<file path="config.mk">
export PLATFORM = sky130hd
export DESIGN_NAME = cycle_steal_dma
export DESIGN_NICKNAME = d
export VERILOG_FILES = /design/src/rtl/dma_pkg.sv /design/src/rtl/dma_sample_chan.sv /design/src/rtl/dma_page_chan.sv /design/src/rtl/dma_steal_ctr.sv /design/src/rtl/cycle_steal_dma.sv
export SDC_FILE = /design/constraint.sdc
export NUM_CORES = 1
export LEC_CHECK = 0
export BUFFER_PORTS_ARGS = -buffer_cell sky130_fd_sc_hd__buf_2
export CORE_MARGIN = 3
export CORE_UTILIZATION = 52
export CTS_CLUSTER_SIZE = 16
export DETAILED_ROUTE_END_ITERATION = 16
export PLACE_DENSITY = 0.8
export SETUP_SLACK_MARGIN = 0.3
export SLEW_MARGIN = 15
export SYNTH_ARGS = -nofsm -noshare
export SYNTH_HDL_FRONTEND = slang
export SYNTH_SLANG_ARGS = --single-unit
</file>
<file path="constraint.sdc">
create_clock -name clk -period 2.65 [get_ports clk]
set_input_delay 0.3975 -clock clk [delete_from_list [all_inputs] [get_ports clk]]
set_output_delay 0.3975 -clock clk [all_outputs]
set_load 0.05 [all_outputs]
</file>
<file path="src/rtl/dma_pkg.sv">
package dma_pkg;
   typedef enum logic [2:0] {
      ACT_NONE    = 3'd0,
      ACT_DUMMY   = 3'd1,
      ACT_PAGE_RD = 3'd2,
      ACT_SPR_WR  = 3'd3,
      ACT_SAMPLE  = 3'd4
   } act_e;

   typedef enum logic [2:0] {
      SF_IDLE, SF_HALT, SF_DUMMY, SF_ALIGN, SF_TAIL
   } sf_st_e;

   typedef enum logic [2:0] {
      PC_IDLE, PC_PEND, PC_ALIGN, PC_READ, PC_WRITE
   } pc_st_e;
endpackage

</file>
<file path="src/rtl/dma_sample_chan.sv">
module dma_sample_chan
   import dma_pkg::*;
#(
   parameter int ADDR_W = 16
) (
   input  logic              clk,
   input  logic              rst_n,
   input  logic              start_i,
   input  logic [ADDR_W-1:0] addr_i,
   input  logic              step_i,
   input  logic              odd_i,
   output logic              busy_o,
   output act_e              act_o,
   output logic [ADDR_W-1:0] addr_o
);
   sf_st_e            st_q;
   logic [ADDR_W-1:0] halt_q;

   always_ff @(posedge clk) begin
      if (!rst_n) begin
         st_q   <= SF_IDLE;
         halt_q <= '0;
      end else if (st_q == SF_IDLE) begin
         if (start_i) begin
            st_q   <= SF_HALT;
            halt_q <= addr_i;
         end
      end else if (step_i) begin
         unique case (st_q)
            SF_HALT:  st_q <= SF_DUMMY;
            SF_DUMMY: st_q <= odd_i ? SF_ALIGN : SF_TAIL;
            SF_ALIGN: st_q <= SF_TAIL;
            SF_TAIL:  st_q <= SF_IDLE;
            default:  st_q <= SF_IDLE;
         endcase
      end
   end

   always_comb begin
      act_o  = ACT_NONE;
      addr_o = '0;
      if (step_i) begin
         unique case (st_q)
            SF_HALT: begin
               act_o  = ACT_DUMMY;
               addr_o = halt_q;
            end
            SF_DUMMY: begin
               act_o  = odd_i ? ACT_DUMMY : ACT_SAMPLE;
               addr_o = odd_i ? halt_q : '0;
            end
            SF_ALIGN: act_o = ACT_SAMPLE;
            default:  act_o = ACT_NONE;
         endcase
      end
   end

   assign busy_o = (st_q != SF_IDLE);

   AST_SF_DROP: assert property (@(posedge clk) disable iff (!rst_n)
      (busy_o && start_i && !step_i) |=> ($stable(halt_q) && $stable(st_q)));

   AST_SF_FETCH_THEN_TAIL: assert property (@(posedge clk) disable iff (!rst_n)
      (act_o == ACT_SAMPLE) |=> (st_q == SF_TAIL));
endmodule

</file>
<file path="src/rtl/dma_page_chan.sv">
module dma_page_chan
   import dma_pkg::*;
#(
   parameter int PAGE_W = 8,
   parameter int OFS_W  = 8,
   parameter int DATA_W = 8,
   localparam int ADDR_W = PAGE_W + OFS_W
) (
   input  logic              clk,
   input  logic              rst_n,
   input  logic              start_i,
   input  logic [PAGE_W-1:0] page_i,
   input  logic              odd_i,
   input  logic              step_i,
   input  logic [DATA_W-1:0] rd_data_i,
   output logic              busy_o,
   output act_e              act_o,
   output logic [ADDR_W-1:0] addr_o,
   output logic [DATA_W-1:0] data_o
);
   localparam logic [OFS_W-1:0] OFS_LAST = '1;

   pc_st_e            st_q;
   logic [PAGE_W-1:0] page_q;
   logic [OFS_W-1:0]  ofs_q;
   logic              align_q;
   logic [DATA_W-1:0] byte_q;

   always_ff @(posedge clk) begin
      if (!rst_n) begin
         st_q    <= PC_IDLE;
         page_q  <= '0;
         ofs_q   <= '0;
         align_q <= 1'b0;
         byte_q  <= '0;
      end else if (start_i) begin
         st_q    <= PC_PEND;
         page_q  <= page_i;
         ofs_q   <= '0;
         align_q <= odd_i;
      end else if (step_i) begin
         unique case (st_q)
            PC_PEND:  st_q <= align_q ? PC_ALIGN : PC_READ;
            PC_ALIGN: st_q <= PC_READ;
            PC_READ: begin
               st_q   <= PC_WRITE;
               byte_q <= rd_data_i;
            end
            PC_WRITE: begin
               ofs_q <= ofs_q + 1'b1;
               st_q  <= (ofs_q == OFS_LAST) ? PC_IDLE : PC_READ;
            end
            default: st_q <= PC_IDLE;
         endcase
      end
   end

   always_comb begin
      act_o  = ACT_NONE;
      addr_o = '0;
      data_o = '0;
      if (step_i) begin
         unique case (st_q)
            PC_PEND, PC_ALIGN: act_o = ACT_DUMMY;
            PC_READ: begin
               act_o  = ACT_PAGE_RD;
               addr_o = {page_q, ofs_q};
            end
            PC_WRITE: begin
               act_o  = ACT_SPR_WR;
               data_o = byte_q;
            end
            default: act_o = ACT_NONE;
         endcase
      end
   end

   assign busy_o = (st_q != PC_IDLE);

   AST_PC_HOLD: assert property (@(posedge clk) disable iff (!rst_n)
      (!step_i && !start_i) |=> ($stable(st_q) && $stable(ofs_q)));

   AST_PC_READ_WRITE: assert property (@(posedge clk) disable iff (!rst_n)
      (act_o == ACT_PAGE_RD && !start_i) |=> (st_q == PC_WRITE && byte_q == $past(rd_data_i)));

   AST_PC_WRAP_IDLE: assert property (@(posedge clk) disable iff (!rst_n)
      (act_o == ACT_SPR_WR && ofs_q == OFS_LAST && !start_i) |=> !busy_o);
endmodule

</file>
<file path="src/rtl/dma_steal_ctr.sv">
module dma_steal_ctr #(
   parameter int CNT_W    = 16,
   parameter bit SATURATE = 1'b0
) (
   input  logic             clk,
   input  logic             rst_n,
   input  logic             inc_i,
   input  logic             clr_i,
   output logic [CNT_W-1:0] count_o
);
   localparam logic [CNT_W-1:0] CNT_MAX = '1;

   logic [CNT_W-1:0] base, nxt;

   assign base = clr_i ? '0 : count_o;

   generate
      if (SATURATE) begin : g_sat
         assign nxt = (inc_i && base != CNT_MAX) ? base + 1'b1 : base;
      end else begin : g_wrap
         assign nxt = inc_i ? base + 1'b1 : base;
      end
   endgenerate

   always_ff @(posedge clk) begin
      if (!rst_n) count_o <= '0;
      else        count_o <= nxt;
   end

   AST_CTR_STEP: assert property (@(posedge clk) disable iff (!rst_n)
      (inc_i && !clr_i && count_o != CNT_MAX) |=> (count_o == $past(count_o) + 1'b1));

   AST_CTR_CLEAR: assert property (@(posedge clk) disable iff (!rst_n)
      (clr_i && !inc_i) |=> (count_o == '0));
endmodule

</file>
<file path="src/rtl/cycle_steal_dma.sv">
module cycle_steal_dma
   import dma_pkg::*;
#(
   parameter int ADDR_W       = 16,
   parameter int OFS_W        = 8,
   parameter int DATA_W       = 8,
   parameter int CNT_W        = 16,
   parameter bit CNT_SATURATE = 1'b0,
   localparam int PAGE_W      = ADDR_W - OFS_W
) (
   input  logic              clk,
   input  logic              rst_n,
   input  logic              step_i,
   input  logic              odd_cycle_i,
   input  logic              pc_start_i,
   input  logic [PAGE_W-1:0] pc_page_i,
   input  logic              sf_start_i,
   input  logic [ADDR_W-1:0] sf_halt_addr_i,
   input  logic [DATA_W-1:0] rd_data_i,
   input  logic              cnt_take_i,
   output logic [2:0]        act_code_o,
   output logic [ADDR_W-1:0] act_addr_o,
   output logic [DATA_W-1:0] act_data_o,
   output logic              bus_busy_o,
   output logic              pc_active_o,
   output logic              sf_active_o,
   output logic [CNT_W-1:0]  stolen_cnt_o
);
   if (OFS_W < 1 || PAGE_W < 1) begin : g_bad_split
      $error("cycle_steal_dma: ADDR_W must exceed OFS_W, OFS_W >= 1");
   end
   if (CNT_W < 2) begin : g_bad_cnt
      $error("cycle_steal_dma: CNT_W too small");
   end

   logic              sf_busy, pc_busy;
   act_e              sf_act, pc_act;
   logic [ADDR_W-1:0] sf_addr, pc_addr;
   logic [DATA_W-1:0] pc_data;
   logic              sf_step, pc_step;

   assign sf_step = step_i && sf_busy;
   assign pc_step = step_i && !sf_busy;

   dma_sample_chan #(.ADDR_W(ADDR_W)) u_sf (
      .clk     (clk),
      .rst_n   (rst_n),
      .start_i (sf_start_i),
      .addr_i  (sf_halt_addr_i),
      .step_i  (sf_step),
      .odd_i   (odd_cycle_i),
      .busy_o  (sf_busy),
      .act_o   (sf_act),
      .addr_o  (sf_addr)
   );

   dma_page_chan #(.PAGE_W(PAGE_W), .OFS_W(OFS_W), .DATA_W(DATA_W)) u_pc (
      .clk       (clk),
      .rst_n     (rst_n),
      .start_i   (pc_start_i),
      .page_i    (pc_page_i),
      .odd_i     (odd_cycle_i),
      .step_i    (pc_step),
      .rd_data_i (rd_data_i),
      .busy_o    (pc_busy),
      .act_o     (pc_act),
      .addr_o    (pc_addr),
      .data_o    (pc_data)
   );

   dma_steal_ctr #(.CNT_W(CNT_W), .SATURATE(CNT_SATURATE)) u_ctr (
      .clk     (clk),
      .rst_n   (rst_n),
      .inc_i   (step_i && (sf_busy || pc_busy)),
      .clr_i   (cnt_take_i || pc_start_i),
      .count_o (stolen_cnt_o)
   );

   always_comb begin
      if (sf_busy) begin
         act_code_o = sf_act;
         act_addr_o = sf_addr;
         act_data_o = '0;
      end else begin
         act_code_o = pc_act;
         act_addr_o = pc_addr;
         act_data_o = pc_data;
      end
   end

   assign bus_busy_o  = (act_code_o != ACT_NONE);
   assign pc_active_o = pc_busy;
   assign sf_active_o = sf_busy;

   AST_SF_WINS: assert property (@(posedge clk) disable iff (!rst_n)
      (step_i && sf_active_o) |-> (act_code_o != ACT_PAGE_RD && act_code_o != ACT_SPR_WR));

   AST_IDLE_QUIET: assert property (@(posedge clk) disable iff (!rst_n)
      (!step_i) |-> (act_code_o == ACT_NONE && !bus_busy_o));
endmodule

</file>
After elaboration in Yosys (flattened, before gate mapping)
Index checks and enable logic that the tools add are counted.
{"block": "word_totals", "regBits": 63, "in_bits": 39, "out_inout_bits": 46, "word_cells": 67}
{"block": "op_classes", "addsub": 2, "n_eq_ne": 9, "muxes": 27, "n_bitwise": 2, "reduce_logical": 18}
{"operator": "16-bit 2-to-1 mux", "count": 7}
{"operator": "16-bit one-hot mux with 2 select lines", "count": 1}
{"operator": "3-bit 2-to-1 mux", "count": 8}
{"operator": "8-bit 2-to-1 mux", "count": 3}
{"operator": "3-bit one-hot mux with 3 select lines", "count": 2}
{"operator": "16-bit by 1-bit adder with 16-bit output, second input constant", "count": 1}
{"operator": "3-bit by 2-bit equality test with 1-bit output, second input constant", "count": 4}
{"operator": "3-bit one-hot mux with 4 select lines", "count": 1}
{"operator": "3-bit nonzero test", "count": 3}
{"operator": "8-bit by 1-bit adder with 8-bit output, second input constant", "count": 1}
{"operator": "8-bit equality test, second input constant", "count": 1}
{"operator": "3-bit by 1-bit equality test with 1-bit output, second input constant", "count": 2}
{"operator": "2-bit one-hot mux with 3 select lines", "count": 1}
{"operator": "2-bit AND reduction", "count": 3}
{"operator": "2-bit nonzero test", "count": 2}
{"operator": "2-bit OR reduction", "count": 2}
{"operator": "3-bit equality test, second input constant", "count": 1}
{"operator": "1-bit logical AND", "count": 3}
{"operator": "3-bit logical NOT", "count": 1}
{"operator": "1-bit 2-to-1 mux", "count": 3}
{"operator": "3-bit AND reduction", "count": 1}
{"operator": "1-bit logical OR", "count": 2}
{"operator": "2-bit 2-to-1 mux", "count": 1}
{"operator": "2-bit != test, second input constant", "count": 1}
{"operator": "2 further kinds", "count": 3}

Depth between registers and ports, before layout
Gate-level depths: netlist of the first run.
{"block": "logic_depth", "word_depth": 6, "mapped_depth": 9, "ltp_nobuf": 7}

Modules after synthesis
From an unflattened synthesis of the first run, not the netlist that was laid out.
{"block": "unflattened", "hier_cells": 416, "hier_area_um2": 3656.0}
{"mod": "dma_page_chan", "instances": 1, "cells_each": 175, "area_each_um2": 1503.9, "seq_area_each_um2": 560.5}
{"mod": "dma_sample_chan", "instances": 1, "cells_each": 110, "area_each_um2": 924.6, "seq_area_each_um2": 380.4}
{"mod": "dma_steal_ctr", "instances": 1, "cells_each": 96, "area_each_um2": 907.1, "seq_area_each_um2": 320.3}
{"mod": "cycle_steal_dma", "instances": 1, "cells_each": 35, "area_each_um2": 320.3, "seq_area_each_um2": 0.0}

Worst setup path after synthesis of the first run
OpenSTA, ideal clock, no wires.
{"block": "synth_timing", "path_kind": "register -> output", "startpoint": "register u_sf.st_q[0]", "endpoint": "output act_code_o[1]", "arrival_ns": 2.290, "t_required_ns": 2.253, "slack_ns": -0.038, "stages_incl_launch_ff": 4, "path_buffers": 1, "path_cell_list": "dfxtp_1 -> or4b_2 -> clkbuf_2 -> o21ai_0"}
{"block": "synth_via", "elab_chain_cells": 5, "word_cells_on_any_way": 11, "classes_between": "eq/ne (3); mux (4); reduce/logical (4)"}
{"item": "from (decl)", "line": "dma_sample_chan.sv:16", "text": "sf_st_e st_q;"}
{"item": "from (signal assigned)", "line": "dma_sample_chan.sv:31", "text": "SF_DUMMY: st_q <= odd_i ? SF_ALIGN : SF_TAIL;"}
{"item": "parallel branches: the longest is 4 deep, another holds 3-bit by 2-bit equality test with 1-bit output"}
{"item": "3-bit 2-to-1 mux (*)", "line": "cycle_steal_dma.sv:80", "text": "if (sf_busy) begin"}
{"item": "to (decl)", "line": "cycle_steal_dma.sv:21", "text": "output logic [2:0] act_code_o,"}
Mark *: on every way between the ends.

Final worst setup path of the first run
{"block": "layout_timing", "startpoint": "register u_sf.st_q[1]", "endpoint": "output act_addr_o[1]"}
{"block": "layout_via", "elab_chain_cells": 5, "word_cells_on_any_way": 10, "classes_between": "eq/ne (2); mux (4); reduce/logical (4)"}
{"item": "parallel branches: the longest is 4 deep, another holds 16-bit one-hot mux with 2 select lines"}
{"item": "16-bit 2-to-1 mux (*)", "line": "cycle_steal_dma.sv:80"}
{"item": "to (decl)", "line": "cycle_steal_dma.sv:22", "text": "output logic [ADDR_W-1:0] act_addr_o,"}
Marked as above.

==> results of run 1 <==
==> cell type report <==
type                            count  area share, %
Tap cell                           72           2.25
Clock inverter                      4           1.91
Multi-Input combinational cell    263           41.6
Clock buffer                       12           4.13
Inverter                            6          0.563
Sequential cell                    63           31.6
Timing Repair Buffer              107           17.9
==> logic make-up (layout without fill, tap and decap cells) <==
logic type               count (synthesis)  after routing
AND/OR/NAND/NOR                        154            154
adder cells (fa/ha/maj)                  2              2
flip-flops                              63             63
multiplexers                            22             22
XOR/XNOR                                10             10
buffers and inverters                   30            129
AO/OA/AOI/OAI                           75             75
==> per-layer routing <==
| layer | GRT usage [%] | vias up | share of wire, % |
|---|---|---|---|
| li1 | - | 1459 | - |
| met1 | 31.7 | 1480 | 42 |
| met2 | 40.3 | 117 | 50 |
| met3 | 8.03 | 8 | 7.4 |
| met4 | 9.47 | 0 | 0.88 |
| met5 | 0 | - | 0 |
==> power by group through the flow <==
| stage | Clock (mW) | Combinational, mW | Sequential [mW] |
|---|---|---|---|
| floorplan | 0 | 0.179 | 1.02 |
| global placement | 0 | 0.252 | 1.02 |
| detailed placement | 0 | 0.257 | 1.02 |
| CTS | 0.989 | 0.263 | 1.00 |
| global route | 1.05 | 0.306 | 1.00 |
| finish | 0.986 | 0.281 | 1.00 |
==> worst max-delay path: stages (launching register included) <==
cell and delay (ps):
dfxtp_4 360, or4b_4 580, nor2_4 220, buf_6 170, a22o_1 180, buf_6 170
==> final timing paths <==
check                              start                            to  slack (ps)
max            u_sf.st_q[1]$_SDFFE_PN0P_                 act_addr_o[1]         240
min                    sf_halt_addr_i[8]   u_sf.halt_q[8]$_SDFFE_PN0P_         300
max reg2reg  u_ctr.count_o[5]$_SDFF_PN0_  u_ctr.count_o[15]$_SDFF_PN0_         580
min reg2reg  u_sf.halt_q[4]$_SDFFE_PN0P_   u_sf.halt_q[4]$_SDFFE_PN0P_         460
==> synth_stat cells (2+ instances only) <==
library cell	number	area [sq um]
dfxtp_1	63	1260
xnor2_1	4	35.0
a21oi_1	30	150
nor2b_1	2	12.5
buf_2	2	10.0
o31ai_1	4	30.0
or3_1	6	37.5
a22o_1	16	140
ha_1	2	25.0
o21ai_0	9	45.0
clkbuf_1	18	67.6
or4_1	4	30.0
inv_1	5	18.8
and2_1	4	25.0
and3_1	15	93.8
nand3_1	6	30.0
or2_2	2	12.5
mux2_2	4	45.0
mux2i_1	18	180
xor2_1	6	52.6
o311ai_0	2	17.5
a31oi_1	3	18.8
o21a_1	2	15.0
or4b_2	2	20.0
nor4_1	3	18.8
buf_1	2	7.51
o211ai_1	4	30.0
nor2_1	37	139
nand4_1	9	56.3
nor3b_1	3	22.5
nand2b_1	4	25.0
nand2_1	46	173
==> sequential cells by signal (all words and copies together), names as in the netlist <==
name / flops
u_ctr.count_o: 16
u_sf.halt_q: 16
u_pc.byte_q: 8
u_pc.ofs_q: 8
u_pc.page_q: 8
u_pc.st_q: 3
u_sf.st_q: 3
u_pc.align_q: 1
==> stage by stage <==
step                setup slack [ps]  hold slack [ps]  instances
finish                           245              298        527
global route                     204              293        527
CTS                              307              287        519
detailed placement               330              448        501
global placement                 354              444        501
floorplan                        266              436        356
==> timing repair <==
item	in CTS	in global routing
cloned	1	1
setup buffers	1	7
resized for setup	24	23
hold buffers	0	0
endpoints found under the setup margin	18	18
pin swaps	1	8
==> flow_summary_export.csv, run 1 <==
group,metric,value,unit
detailed_routing,drtAntennaViolNets,0,
global_routing,antenna_found_initial,0,
timing,tightestPinTransition,523,ps
timing,fin_crit_sh,90.8,%
pwr,power_frac_comb,12.4,%
worst_setup_path,arrival,2010,ps
layout,regArea,1270,sq um
global_routing,grt_pass1_wl,13000,microns
detailed_routing,drt_wl_total,8490,microns
layout,nFillCells,438,
global_routing,grt_pass1_vias,2786,
timing,setup_viol,0,
clocking,cts-buffers-inserted,9,
clocking,clk_pin_slew_worst_paths,70,ps
layout,nNetsFinal,491,
clocking,cts_tree,"built",
detailed_routing,drt_iter0_drc,219,
floorplan,initial_core_util,54.1,%
detailed_routing,drc,0,
floorplan,dieArea,6740,sq um
hold_path,worstHoldPathType,"in -> reg",
worst_setup_path,required,2250,ps
yosys,synth_fa_ha_area_share,0.831,%
detailed_routing,via_per_inst,5.81,
hold_path,min_path_cells,3,
yosys,yosys_most_used_dff,"dfxtp_1",
floorplan,ios,85,
layout,fin_area,4000,sq um
timing,finalCriticalPeriod,2410,ps
yosys,synth_nets,397,
worst_setup_path,reg2reg_depth,4,
pwr,power_frac_clock,43.5,%
detailed_routing,dr.pass1.iters,4,
pwr,swShare,25.5,%
floorplan,fp-row-count,27,
yosys,synth_cell_types,51,
layout,multi_input_area,1670,sq um
clocking,cts.sinks,63,
yosys,synth-compound-area-share,16.2,%
worst_setup_path,critPathLaunchType,"register",
pwr,vdd_ir_drop_max,437,uV
clocking,cts-root-buf,"clkbuf_8",
yosys,synth.cell_area,3010,sq um
timing,max_freq,416,MHz
global_routing,overflow,0,
pwr,p_total,2.27,mW
yosys,yosysSeqAreaShare,41.9,%
pwr,p_seq_share,44.1,%
yosys,avgSynthCellArea,8.46,sq um
yosys,yosys_register_bits,63,
floorplan,fp.dieW,82.1,microns
clocking,h-tree-depth,3,
pwr,power_density,567,nW/um^2
timing,rsz0062_at_grt,"yes",
clocking,clk_latency,330,ps
layout,antennaDiodeCount,0,
yosys,synth.area.mux_share,7.48,%
outcome,outcome,"finished clean",
global_routing,grt_max_degree,32,
worst_setup_path,cp_max_fo,8,
yosys,netlist_instances,356,
place,gp_congestion,0.787,
pwr,p_int,1.69,mW
place,place_hpwl,5490,microns
timing,hold_violations,0,
yosys,synthXorXnorAreaFrac,2.91,%
layout,layout-drive-gt1-share,32.7,%
yosys,synth-edff-count,0,
worst_setup_path,cp-end-kind,"primary output",
clocking,ctsLongestPathBuffers,2,
layout,fin_util,71.8,%
global_routing,grtUsageTotal,25.2,%
pwr,leakagePower,1.74,nW
timing,final.setup_skew,11.3,ps
yosys,yosysWarnings,0,
timing,fin_tns_setup,0,ps
layout,final_cell_mix,"buf_2, dfxtp_1, nand2_1, nor2_1, a21oi_1",
floorplan,core_area,5570,sq um
yosys,synth_top_family_by_area,"simple AND/OR/NAND/NOR gates",
timing,finalMaxSlewViolations,0,
job,drv_cap,0,
worst_setup_path,critical_path_class,"reg -> out",
place,dpl-instance-area,3550,sq um
detailed_routing,via_count,3064,
pwr,p_switching,0.578,mW
timing,maxSlewHeadroom,65.0,%
place,io_buffers,84,
layout,final_common_cell,"buf_2",
yosys,synthArstFlopShare,0,%
layout,area_delta_synth_final,32.8,%
yosys,synth-simple-area-share,26.6,%
detailed_routing,post_drt_wl_per_cell,16.1,microns
floorplan,die_y,82.1,microns
(Power assumes the default switching activity.)
==> run 2, diff against run 1 <==
--- a/config.mk
+++ b/config.mk
@@ -6,8 +6,10 @@
 export NUM_CORES = 1
 export LEC_CHECK = 0
 export BUFFER_PORTS_ARGS = -buffer_cell sky130_fd_sc_hd__buf_2
+export CORE_ASPECT_RATIO = 0.6
 export CORE_MARGIN = 3
 export CORE_UTILIZATION = 52
+export CTS_CLUSTER_DIAMETER = 60
 export CTS_CLUSTER_SIZE = 16
 export DETAILED_ROUTE_END_ITERATION = 16
 export PLACE_DENSITY = 0.8
==> run 2 against run 1 <==
  * Wire length is 2.4% higher
  * Global-route usage is 1.5 points higher
  * Clock power is 2.5% lower
  * Critical path type unchanged
  * Largest power group unchanged
  * Highest routed layer unchanged
==> flow_summary_export.csv, run 2 (same netlist as run 1, synthesis figures left out) <==
group,metric,value,unit
layout,nNetsFinal,482,
global_routing,overflow,0,
timing,fin_tns_setup,0,ps
layout,final_common_cell,"buf_2",
timing,finalCriticalPeriod,2320,ps
detailed_routing,drtAntennaViolNets,0,
worst_setup_path,critical_path_class,"reg -> out",
pwr,power_frac_clock,42.9,%
clocking,cts_hold_buf,0,
worst_setup_path,arrival,1930,ps
place,gp_congestion,0.910,
pwr,vdd_ir_drop_max,367,uV
detailed_routing,drt_wl_total,8690,microns
timing,fin_crit_sh,87.7,%
clocking,cts-buffers-inserted,9,
clocking,ctsLongestPathBuffers,2,
clocking,cts.sinks,63,
timing,hold_slack,302,ps
global_routing,grtUsageTotal,26.7,%
detailed_routing,drc,0,
clocking,postCtsSetupBuffers,0,
worst_setup_path,cp_max_fo,9,
timing,final.setup_skew,6.60,ps
pwr,leakagePower,1.68,nW
job,drv_cap,0,
clocking,cts_tree,"built",
pwr,p_total,2.24,mW
floorplan,initial_core_util,56.5,%
layout,final_cell_mix,"buf_2, dfxtp_1, nand2_1, nor2_1, a21oi_1",
clocking,clk_latency,330,ps
pwr,p_seq_share,44.9,%
pwr,p_int,1.69,mW
pwr,power_density,572,nW/um^2
floorplan,dieArea,6770,sq um
detailed_routing,dr.pass1.iters,6,
timing,rsz0062_at_grt,"yes",
layout,top_regs,"u_ctr.count_o x16, u_sf.halt_q x16",
pwr,swShare,24.2,%
timing,setup_viol,0,
layout,area_delta_synth_final,29.8,%
place,io_buffers,84,
timing,maxSlewHeadroom,61.2,%
pwr,p_switching,0.542,mW
outcome,outcome,"finished clean",
pwr,power_frac_comb,12.1,%
floorplan,ios,85,
layout,layout-drive-gt1-share,31.0,%
global_routing,grt_pass1_vias,2871,
worst_setup_path,required,2250,ps
clocking,cts-root-buf,"clkbuf_8",
global_routing,grt_pass1_wl,14300,microns
timing,tightestPinTransition,581,ps
floorplan,core_area,5330,sq um
floorplan,fp.dieW,104,microns
timing,hold_violations,0,
detailed_routing,via_count,3029,
timing,max_freq,431,MHz
floorplan,fp-row-count,20,
detailed_routing,drt_iter0_drc,278,
timing,finalMaxSlewViolations,0,
layout,antennaDiodeCount,0,
detailed_routing,via_per_inst,5.80,
worst_setup_path,critPathLaunchType,"register",
global_routing,antenna_found_initial,0,
floorplan,die_y,65.0,microns
worst_setup_path,cp-end-kind,"primary output",
hold_path,worstHoldPathType,"in -> reg",
detailed_routing,post_drt_wl_per_cell,16.6,microns
global_routing,grt_max_degree,29,
place,place_hpwl,6100,microns
clocking,h-tree-depth,3,
clocking,clk_pin_slew_worst_paths,70,ps
-- run 2: cell count changes in the layout (fill, tap and decap cells not counted), sizes merged --
| cell | change |
|---|---|
| buf | -8 |
| bufinv | +1 |
| clkbuf | -2 |
| clkinvlp | -1 |
-- run 2: power by group through the flow --
stage / registers, mW / logic (mW) / clock network, mW
after floorplan: 1.02 / 0.179 / 0
after global placement: 1.02 / 0.252 / 0
after detailed placement: 1.02 / 0.259 / 0
after CTS: 1.00 / 0.269 / 0.971
after global routing: 1.01 / 0.298 / 1.02
final: 1.00 / 0.272 / 0.961
-- run 2: critical path: stages, from the launching register on --
cell,delay (ps)
dfxtp_2,360
or4b_4,570
nor2_4,160
buf_6,170
a22o_1,180
buf_6,160
-- run 2: worst paths after layout --
path                            slack [ps]                    startpoint                           end  depth (start not counted)
worst max-delay path                   330     u_sf.st_q[0]$_SDFFE_PN0P_                 act_addr_o[3]                          5
worst max register to register         530   u_ctr.count_o[0]$_SDFF_PN0_  u_ctr.count_o[12]$_SDFF_PN0_                          6
worst min register to register         460  u_sf.halt_q[13]$_SDFFE_PN0P_  u_sf.halt_q[13]$_SDFFE_PN0P_                          2
worst min-delay path                   300            sf_halt_addr_i[10]  u_sf.halt_q[10]$_SDFFE_PN0P_                          3
-- run 2: what timing repair did --
| action | in CTS | in global routing |
|---|---|---|
| cloned | 1 | 0 |
| resized for setup | 38 | 3 |
| endpoints found under the setup margin | 18 | 18 |
| hold endpoints to repair | 0 | 0 |
-- run 2: cell type report --
cell class	instances	area, sq um
clock buffers	11	131
clock inverters	4	95.1
fillers	433	1420
multi-input cells	263	1670
well taps	77	96.3
inverters	6	22.5
flip-flops and latches	63	1260
repair buffers	98	636
-- run 2: per-layer routing --
layer	vias to the layer above	routed length (microns)	GRT usage, %
met5	-	0	0
met4	0	70	5.14
met3	10	919	9.95
met2	142	3710	39.5
met1	1434	3990	37.2
li1	1443	-	-
-- run 2: metrics by stage --
stage,cell area (sq um),worst slack [ps],util [%],std cells
after detailed placement,3550,220,66.7,506
after CTS,3910,310,73.3,522
after global routing,3910,263,73.4,522
after floorplan,3040,266,-,356
after global placement,3550,263,66.7,506
final,3910,327,73.4,522
==> run 3, diff against run 2 <==
--- a/config.mk
+++ b/config.mk
@@ -7,7 +7,7 @@
 export LEC_CHECK = 0
 export BUFFER_PORTS_ARGS = -buffer_cell sky130_fd_sc_hd__buf_2
 export CORE_ASPECT_RATIO = 0.6
-export CORE_MARGIN = 3
+export CORE_MARGIN = 2
 export CORE_UTILIZATION = 52
 export CTS_CLUSTER_DIAMETER = 60
 export CTS_CLUSTER_SIZE = 16
==> run 3 against run 2 <==
  * Worst setup slack lost 23 ps
  * Count of clock-buffer cells in the layout is 1 lower
  * Register-to-register slack improved by 80 ps
  * Maximum frequency down 0.98%
  * Highest routed layer unchanged
  * First-iteration DRC count shrank 33%
  * Die area is 4.9% lower
  * Cell count rose by 1.7%
  * Sequential power about the same
  * Total power increased by 6.1%
==> flow_summary_export.csv, run 3 (same netlist as run 1, synthesis figures left out) <==
group,metric,value,unit
floorplan,fp-row-count,21,
floorplan,dieArea,6440,sq um
pwr,vdd_ir_drop_max,504,uV
clocking,cts-root-buf,"clkbuf_8",
timing,hold_violations,0,
detailed_routing,dr.pass1.iters,5,
floorplan,die_y,63.0,microns
worst_setup_path,required,2250,ps
floorplan,fp.dieW,102,microns
detailed_routing,post_drt_wl_per_cell,16.3,microns
detailed_routing,drt_iter0_drc,185,
clocking,cts-buffers-inserted,9,
worst_setup_path,cp_common_cell,"buf_6",
pwr,p_int,1.80,mW
timing,final.setup_skew,8.00,ps
job,drv_cap,0,
detailed_routing,drtAntennaViolNets,0,
global_routing,grt_pass1_vias,2866,
pwr,leakagePower,1.74,nW
layout,nNetsFinal,487,
global_routing,grt_pass1_wl,13900,microns
timing,setup_viol,0,
floorplan,initial_core_util,54.1,%
place,io_buffers,84,
layout,area_delta_synth_final,33.6,%
floorplan,ios,85,
layout,layout-drive-gt1-share,31.9,%
worst_setup_path,critPathLaunchType,"register",
timing,tightestPinTransition,563,ps
worst_setup_path,crit_buf_inv,3,
place,gp_congestion,0.842,
worst_setup_path,cp-end-kind,"primary output",
detailed_routing,drc,0,
timing,fin_crit_sh,88.5,%
place,preCtsSetupSlack,334,ps
floorplan,core_area,5570,sq um
layout,top_regs,"u_ctr.count_o x16, u_sf.halt_q x16",
timing,finalCriticalPeriod,2350,ps
timing,maxSlewHeadroom,62.4,%
pwr,power_frac_comb,11.8,%
worst_setup_path,critical_path_class,"reg -> out",
hold_path,worstHoldPathType,"in -> reg",
layout,final_common_cell,"buf_2",
pwr,swShare,24.2,%
detailed_routing,drt_wl_total,8640,microns
layout,final_cell_mix,"buf_2, dfxtp_1, nand2_1, nor2_1, a21oi_1",
worst_setup_path,cp_cell_sequence,"or4b_4, nor2_4, buf_6, buf_12, a22o_1, buf_6",
pwr,power_frac_clock,46.0,%
clocking,cts_hold_buf,0,
global_routing,overflow,0,
detailed_routing,via_count,3047,
clocking,cts_tree,"built",
clocking,clk_latency,340,ps
clocking,cts.sinks,63,
layout,antennaDiodeCount,0,
place,place_hpwl,5730,microns
pwr,p_switching,0.575,mW
timing,rsz0062_at_grt,"yes",
timing,finalMaxSlewViolations,0,
global_routing,grt_max_degree,31,
worst_setup_path,crit_family,"simple AND/OR/NAND/NOR gates",
clocking,ctsLongestPathBuffers,2,
layout,fin_util,72.2,%
timing,fin_tns_setup,0,ps
detailed_routing,via_per_inst,5.74,
timing,fin_ws,304,ps
clocking,clk_pin_slew_worst_paths,70,ps
worst_setup_path,cp_max_fo,9,
global_routing,grtUsageTotal,27.5,%
outcome,outcome,"finished clean",
clocking,h-tree-depth,3,
global_routing,antenna_found_initial,0,
worst_setup_path,cp_slowest_cell,"or4b_4",
timing,max_freq,426,MHz
pwr,power_density,590,nW/um^2
worst_setup_path,arrival,1950,ps
worst_setup_path,cp_slowest_stage_delay,560,ps
pwr,p_seq_share,42.2,%
-- run 3: cell types whose count changed in the layout (fill, tap and decap cells not counted), sizes merged --
cell / delta
buf: +4
bufinv: +1
clkbuf: -1
clkinvlp: +1
dlymetal6s2s: +1
-- run 3: layout make-up --
cell class | count | area (sq um)
Sequential cell | 63 | 1270
Inverter | 6 | 22.5
Tap cell | 80 | 100
Clock inverter | 6 | 133
Timing Repair Buffer | 103 | 706
Clock buffer | 10 | 128
Multi-Input combinational cell | 263 | 1670
Fill cell | 433 | 1550
-- run 3: repair_timing --
item,CTS,global route
cloned,0,0
endpoints found under the setup margin,18,17
setup buffers,4,2
resized for setup,30,16
pin swaps,1,6
-- run 3: metrics by stage --
stage	power [mW]	cells	hold slack, ps	area, sq um
floorplan	1.20	356	436	3040
global placement	1.27	509	442	3560
detailed placement	1.28	509	448	3560
CTS	2.37	529	284	3950
global route	2.45	531	289	4020
finish	2.37	531	294	4020
-- run 3: path summary, 6_finish.rpt --
| path | start | cells past startpoint | to | slack (ps) |
|---|---|---|---|---|
| max | u_sf.st_q[1]$_SDFFE_PN0P_ | 6 | act_addr_o[4] | 300 |
| min | sf_halt_addr_i[9] | 3 | u_sf.halt_q[9]$_SDFFE_PN0P_ | 290 |
| max reg2reg | u_sf.st_q[1]$_SDFFE_PN0P_ | 5 | u_pc.byte_q[2]$_SDFFE_PN0P_ | 610 |
| min reg2reg | u_sf.halt_q[3]$_SDFFE_PN0P_ | 2 | u_sf.halt_q[3]$_SDFFE_PN0P_ | 460 |
-- run 3: tightest hold or removal path: stages --
cell     delay (ps)
buf_2           100
nand2_1          40
a21oi_1          50
-- run 3: per-layer routing --
metal | share of wire, % | track usage, %
met1 | 46 | 39.2
met3 | 8.8 | 7.72
met2 | 44 | 41.0
met5 | 0 | 0
met4 | 1.0 | 7.33
-- run 3: power by group through the flow --
stage | Sequential (mW) | Combinational, mW | Clock, mW
final | 1.00 | 0.281 | 1.09
after global routing | 1.00 | 0.304 | 1.14
after CTS | 1.00 | 0.269 | 1.10
after detailed placement | 1.02 | 0.259 | 0
after global placement | 1.02 | 0.252 | 0
after floorplan | 1.02 | 0.179 | 0
